===== src/rtl/evspy_pkg.sv =====
package evspy_pkg;

    localparam int DW         = 64;
    localparam int CFG_W      = 11;
    localparam int MAX_TARGET = 1024;
    localparam logic [15:0] STAT_TAG = 16'hE5C0;

    typedef enum logic [1:0] {
        S_GAP  = 2'd0,
        S_EVT  = 2'd1,
        S_STAT = 2'd2,
        S_DONE = 2'd3
    } cap_state_e;

    // Status record: tag in [63:48], truncation flag in bit 32, count in [15:0]
    function automatic logic [DW-1:0] make_status(input logic trunc, input logic [15:0] n);
        return {STAT_TAG, 15'd0, trunc, 16'd0, n};
    endfunction

    function automatic logic [CFG_W-1:0] clamp_target(input logic [CFG_W-1:0] c);
        if (c == '0)
            return CFG_W'(1);
        if (c > CFG_W'(MAX_TARGET))
            return CFG_W'(MAX_TARGET);
        return c;
    endfunction

endpackage


===== src/rtl/evspy_ptrs.sv =====
module evspy_ptrs #(
    parameter int AW     = 8,
    parameter int MAX_EV = 16
) (
    input  logic        clk,
    input  logic        rst,
    input  logic        restart,
    input  logic        wr_inc,
    input  logic        rp_we,
    input  logic [AW:0] rp_in,
    output logic [AW:0] wp,
    output logic [AW:0] free
);
    localparam logic [AW:0] DEPTH_V = (AW+1)'(1) << AW;

    logic [AW:0] rp;
    logic [AW:0] used;

    always_ff @(posedge clk) begin
        if (rst || restart) begin
            wp <= '0;
            rp <= '0;
        end else begin
            if (wr_inc)
                wp <= wp + (AW+1)'(1);
            if (rp_we)
                rp <= rp_in;
        end
    end

    always_comb begin
        used = wp - rp;
        free = DEPTH_V - used;
    end

    AST_NO_OVERFLOW: assert property (@(posedge clk) disable iff (rst)
        wr_inc |-> free != '0);

    AST_USED_RANGE: assert property (@(posedge clk) disable iff (rst)
        (wp - rp) <= DEPTH_V);

endmodule


===== src/rtl/evspy_ctrl.sv =====
module evspy_ctrl
    import evspy_pkg::*;
#(
    parameter int AW     = 8,
    parameter int MAX_EV = 16,
    parameter int CW     = 16
) (
    input  logic             clk,
    input  logic             rst,
    input  logic             restart,
    input  logic             cfg_all,
    input  logic [CFG_W-1:0] cfg_count,
    input  logic             in_valid,
    input  logic             in_sop,
    input  logic             in_eop,
    input  logic [DW-1:0]    in_data,
    input  logic [AW:0]      free,
    output logic             in_ready,
    output logic             wr_en,
    output logic [DW-1:0]    wr_data,
    output logic [CW-1:0]    events,
    output logic             trunc,
    output logic             done
);
    cap_state_e       state, st_n;
    logic             act_all, all_n;
    logic [CFG_W-1:0] act_tgt, tgt_n, tgt_new;
    logic [CW-1:0]    ev_n, ev_inc;
    logic             tr_n;
    logic             room_all, room_cnt, acc;

    always_comb begin
        room_all = free >= (AW+1)'(MAX_EV);
        room_cnt = free >= (AW+1)'(MAX_EV + 1);
        tgt_new  = clamp_target(cfg_count);
        in_ready = (state == S_GAP && cfg_all) ? room_all : 1'b1;
        acc      = in_valid && in_ready;
        ev_inc   = events + CW'(1);
    end

    always_comb begin
        st_n    = state;
        all_n   = act_all;
        tgt_n   = act_tgt;
        ev_n    = events;
        tr_n    = trunc;
        wr_en   = 1'b0;
        wr_data = in_data;
        unique case (state)
            S_GAP: begin
                if (acc && in_sop) begin
                    if (cfg_all || room_cnt) begin
                        wr_en = 1'b1;
                        all_n = cfg_all;
                        tgt_n = tgt_new;
                        if (in_eop) begin
                            ev_n = ev_inc;
                            if (!cfg_all && ev_inc == CW'(tgt_new))
                                st_n = S_STAT;
                        end else begin
                            st_n = S_EVT;
                        end
                    end else begin
                        wr_en   = 1'b1;
                        wr_data = make_status(1'b1, 16'(events));
                        tr_n    = 1'b1;
                        st_n    = S_DONE;
                    end
                end
            end
            S_EVT: begin
                if (acc) begin
                    wr_en = 1'b1;
                    if (in_eop) begin
                        ev_n = ev_inc;
                        st_n = (!act_all && ev_inc == CW'(act_tgt)) ? S_STAT : S_GAP;
                    end
                end
            end
            S_STAT: begin
                wr_en   = 1'b1;
                wr_data = make_status(trunc, 16'(events));
                st_n    = S_DONE;
            end
            default: ;
        endcase
    end

    always_ff @(posedge clk) begin
        if (rst || restart) begin
            state   <= S_GAP;
            act_all <= 1'b0;
            act_tgt <= CFG_W'(1);
            events  <= '0;
            trunc   <= 1'b0;
        end else begin
            state   <= st_n;
            act_all <= all_n;
            act_tgt <= tgt_n;
            events  <= ev_n;
            trunc   <= tr_n;
        end
    end

    assign done = (state == S_DONE);

    AST_DONE_HOLD: assert property (@(posedge clk) disable iff (rst)
        (state == S_DONE && !restart) |=> state == S_DONE);

    AST_NO_WRITE_DONE: assert property (@(posedge clk) disable iff (rst)
        done |-> !wr_en);

    AST_TRUNC_ENDS: assert property (@(posedge clk) disable iff (rst)
        $rose(trunc) |-> done);

    AST_GAP_NO_WRITE: assert property (@(posedge clk) disable iff (rst)
        (state == S_GAP && !in_sop) |-> !wr_en);

endmodule


===== src/rtl/evspy_top.sv =====
module evspy_top
    import evspy_pkg::*;
#(
    parameter int AW     = 8,
    parameter int MAX_EV = 16
) (
    input  logic             clk,
    input  logic             rst,
    input  logic             cfg_all,
    input  logic [10:0]      cfg_count,
    input  logic             cfg_restart,
    input  logic             in_valid,
    input  logic             in_sop,
    input  logic             in_eop,
    input  logic [63:0]      in_data,
    output logic             in_ready,
    output logic             mem_we,
    output logic [AW-1:0]    mem_addr,
    output logic [63:0]      mem_wdata,
    input  logic             host_rp_we,
    input  logic [AW:0]      host_rp,
    output logic [AW:0]      stat_wp,
    output logic [AW:0]      stat_free,
    output logic [15:0]      stat_events,
    output logic             stat_trunc,
    output logic             stat_done
);
    logic [AW:0] wp, free;

    evspy_ptrs #(.AW(AW), .MAX_EV(MAX_EV)) u_ptrs (
        .clk     (clk),
        .rst     (rst),
        .restart (cfg_restart),
        .wr_inc  (mem_we),
        .rp_we   (host_rp_we),
        .rp_in   (host_rp),
        .wp      (wp),
        .free    (free)
    );

    evspy_ctrl #(.AW(AW), .MAX_EV(MAX_EV), .CW(16)) u_ctrl (
        .clk       (clk),
        .rst       (rst),
        .restart   (cfg_restart),
        .cfg_all   (cfg_all),
        .cfg_count (cfg_count),
        .in_valid  (in_valid),
        .in_sop    (in_sop),
        .in_eop    (in_eop),
        .in_data   (in_data),
        .free      (free),
        .in_ready  (in_ready),
        .wr_en     (mem_we),
        .wr_data   (mem_wdata),
        .events    (stat_events),
        .trunc     (stat_trunc),
        .done      (stat_done)
    );

    assign mem_addr  = wp[AW-1:0];
    assign stat_wp   = wp;
    assign stat_free = free;

    AST_RESTART_CLEARS: assert property (@(posedge clk) disable iff (rst)
        cfg_restart |=> (stat_wp == '0 && stat_events == '0 && !stat_done && !stat_trunc));

    AST_STATUS_BEFORE_DONE: assert property (@(posedge clk) disable iff (rst)
        $rose(stat_done) |-> $past(mem_we));

    AST_BP_HAS_CAUSE: assert property (@(posedge clk) disable iff (rst)
        !in_ready |-> stat_free < (AW+1)'(MAX_EV));

endmodule


===== config.mk =====
export PLATFORM = sky130hd
export DESIGN_NAME = evspy_top
export DESIGN_NICKNAME = d
export VERILOG_FILES = /design/src/rtl/evspy_pkg.sv /design/src/rtl/evspy_ptrs.sv /design/src/rtl/evspy_ctrl.sv /design/src/rtl/evspy_top.sv
export SDC_FILE = /design/constraint.sdc
export NUM_CORES = 1
export LEC_CHECK = 0
export ABC_AREA = 0
export BUFFER_PORTS_ARGS = -buffer_cell sky130_fd_sc_hd__buf_2
export CORE_ASPECT_RATIO = 0.7
export CORE_MARGIN = 2
export CORE_UTILIZATION = 48
export CTS_CLUSTER_DIAMETER = 120
export DETAILED_ROUTE_END_ITERATION = 6
export PLACE_DENSITY = 0.86
export SETUP_SLACK_MARGIN = 0.15
export SKIP_CTS_REPAIR_TIMING = 1
export SYNTH_ARGS = -nofsm -noshare
export SYNTH_HDL_FRONTEND = slang
export SYNTH_SLANG_ARGS = --single-unit

===== constraint.sdc =====
create_clock -name clk -period 7.35 [get_ports clk]
set_clock_uncertainty 0.1 [all_clocks]
set_input_delay 2.205 -clock clk [delete_from_list [all_inputs] [get_ports clk]]
set_output_delay 2.205 -clock clk [all_outputs]
set_load 0.01 [all_outputs]

==> results by group <==
Status
  • Status: finished clean

Final layout
  • Filler instances: 730
  • Nets: 827
  • Fin area: approximately 5400 um^2
  • Syn-to-layout area delta: 26.5%
  • Core Util, Final: 63.1%
  • Share of cells above drive strength 1: 31.2%

Die
  • Die Height: 82.7 um
  • # rows: 28
  • Starting density of the core: 49.9%
  • I/O pin count: between 200 and 250
  • Core Box Area: between 8000 and 9000 um^2
  • Die width: 116 um
  • Die ar.: ~9600 um^2

Routing
  • Starting DRT DRC Count: 417
  • # DRC: 0
  • WL/cell: 19.9 um
  • Initial DRT Pass Iterations: 6
  • Routed WL: 16.6 mm
  • Routed Antenna Nets: 0
  • Vias per std cell: 5.97
  • Vias: 4987

Synth
  • Asr flop ratio synth: 0%
  • Ys flop type: dfxtp_1
  • Cell area after synthesis: 4250 um^2
  • Netlist cell types: 63
  • Cells after Synth: 549
  • Syn Area/Cell: approximately 7.7 um^2
  • Share of the synthesized area in the top cell type: a little under a quarter
  • Post-synth top area cell: dfxtp_1
  • Top post-synthesis cells by area: dfxtp_1, and2_1, ha_1
  • Synthesized flop and latch total: 49
  • EDFF count, synth: 0
  • Synthesized Nets: 663
  • Register area share after synthesis: a little under a quarter
  • Yosys warning count: 0

Timing
  • Unrepaired setup endpoints after global routing: false
  • FMAX: 143 MHz
  • Tightest hold margin: 0.381 ns
  • Final setup fails: 0
  • Final Hold Fails: 0
  • Final period util: between 90% and 100%
  • Worst-Margin Slew: approximately 0.97 ns
  • Rel. slew slack: between 30 and 40%
  • Crit path time final: 7.00 ns
  • Setup ws final: 0.355 ns
  • Fin Setup TNS: 0 ns
  • Final Slew Violations: 0

Worst setup path
  • CP Cell Sequence: inv_1 > ha_1 > ha_1 > fa_1 > a211oi_1 > nor3_1 > or3b_1 > nor4_1 > a21oi_1 > and4_1 > a21oi_4 > buf_4 > and2_1 > buf_2
  • Critical path peak fanout: 56
  • CP max stage delay: 0.54 ns
  • Crit Path Class: reg -> out
  • Most Frequent Cell on Critical Path: ha_1
  • CP required: 5.05 ns
  • Critical-path top delay cell: nor4_1
  • Startpoint class of the critical path: flip-flop
  • Critical path arrival: ~4.7 ns
  • Crit end category: output pin

Power
  • VDD IR-drop max: 0.0000929 V
  • Leakage Power: ~2.4 nW
  • Combinational share of power: 28.4%
  • PD cells: roughly 130 nW/um^2
  • Net Sw Frac: 31.7%
  • Switching power: 0.000230 W
  • Pint: 0.000495 W
  • Seq pwr share: 37.8%
  • Clk pwr share: 33.8%

Placed design
  • Post-DP HPWL: ~13 mm
  • Port bufs: between 200 and 250
  • Setup WS pre-CTS: 0.687 ns
  • GP Congestion: just over 0.9
  • Placement-stage cell area: 5220 um^2

Clocking
  • Root buffer cell: clkbuf_16
  • H-tree levels: 2
  • Clk sinks: 49
  • Clock slew at reported path FFs: 0.08 ns
  • Clock Path Buffers: 2
  • CTS Buf Count: 5
  • CTS tree: yes
  • Clock latency on the worst-skew pair: ~0.3 ns

Worst hold path
  • Hold/Removal Path Class: reg -> reg

Global route
  • Initial antenna violation count: 0
  • Tot GR Track Use: 33.4%
  • Largest net degree at the start of global routing: 57
  • First-pass GRT wire length: ~24 mm
  • Number of global-route vias before repair: 4580
  • Gr ovfl total: 0

Job
  • Max Cap Viol: 0
==> cell usage in the layout (no fill, tap or decap), types with 21 or more instances in the layout <==
master	n
nand2_1	26
and2_1	46
xor2_1	21
ha_1	21
buf_2	201
mux2i_1	23
dfxtp_1	49
a21oi_1	29
inv_1	27
nor2_1	46
==> synth_stat cells (all sizes together) (3+ instances only) <==
cell,count
nor3,7
ha,21
or3,20
buf,20
nor4,7
clkbuf,27
or2,4
mux2i,23
o21ai,20
a22o,17
a211oi,5
a21o,4
nand2,26
xor2,21
or3b,4
or4,7
o2111ai,4
xnor2,9
a21oi,30
nand3,14
dfxtp,49
and4,5
o221ai,3
inv,27
a31oi,6
nor2,46
nor3b,3
and3,4
nand4,8
nor2b,10
nand2b,8
and2,46
o31ai,8
o211ai,10
==> power by group through the flow <==
| stage | clock network (W) | registers [W] | logic (W) |
|---|---|---|---|
| detailed placement | 0 | 0.000279 | 0.000202 |
| CTS | 0.000243 | 0.000273 | 0.000204 |
| floorplan | 0 | 0.000278 | 0.000118 |
| global route | 0.000255 | 0.000274 | 0.000222 |
| finish | 0.000245 | 0.000274 | 0.000206 |
| global placement | 0 | 0.000279 | 0.000197 |
==> metrics by stage <==
step | total power, W | instances
after floorplan | 0.000396 | 549
after global placement | 0.000476 | 826
after detailed placement | 0.000481 | 826
after CTS | 0.000720 | 834
after global routing | 0.000751 | 834
final | 0.000724 | 835
==> area by class of cell <==
cell class | instances | area (um^2) | share of cell area (%)
antenna | 1 | 2.50 | 0.0466
clock buffer | 6 | 139 | 2.59
timing repair buffer | 204 | 1030 | 19.1
sequential | 49 | 981 | 18.3
clock inverter | 2 | 13.8 | 0.256
multi-input combinational | 426 | 2960 | 55.0
inverter | 27 | 101 | 1.89
tap | 120 | 150 | 2.80
==> critical path: cells and delay by family, from the launching register on <==
family	cells	cell delay, ns
fa+ha+maj	3	1.00
buf+inv	3	0.60
compound gates	3	0.70
flops	1	0.45
simple gates	5	1.63
==> worst paths after layout <==
check,startpoint,end,slack [ns],cells past startpoint
min reg2reg,u_ctrl.act_tgt[9],u_ctrl.act_tgt[9],0.38,2
max reg2reg,u_ptrs.wp[1],u_ctrl.act_tgt[6],2.94,12
max,u_ptrs.wp[1],mem_wdata[24],0.35,14
min,u_ctrl.act_tgt[9],u_ctrl.act_tgt[9],0.38,2
==> state kept, by name, indices dropped and copies added, names as in the netlist <==
register / count
u_ctrl.state: 2
u_ctrl.act_tgt: 11
u_ptrs.wp: 9
u_ctrl.act_all: 1
u_ctrl.events: 16
u_ptrs.rp: 9
u_ctrl.trunc: 1
==> metal layers <==
layer	up-vias	GRT usage, %	wire length (um)
li1	2293	-	-
met4	0	13.7	619
met1	2310	41.7	6600
met3	79	10.6	1950
met2	305	53.7	7470
met5	-	0	0
==> kinds of logic (layout without fill, tap and decap cells) <==
group                    count (synthesis)  count (layout)  share of synthesized area (%)
buffers and inverters                   74             239                           7.55
multiplexers                            25              25                           5.95
AO/OA/AOI/OAI                          128             128                           21.0
XOR/XNOR                                31              31                           6.72
AND/OR/NAND/NOR                        220             220                           29.0
adder cells (fa/ha/maj)                 22              22                           6.66
flip-flops                              49              49                           23.1
other                                    0               1                              0
Power figures use the tool's default switching activity.
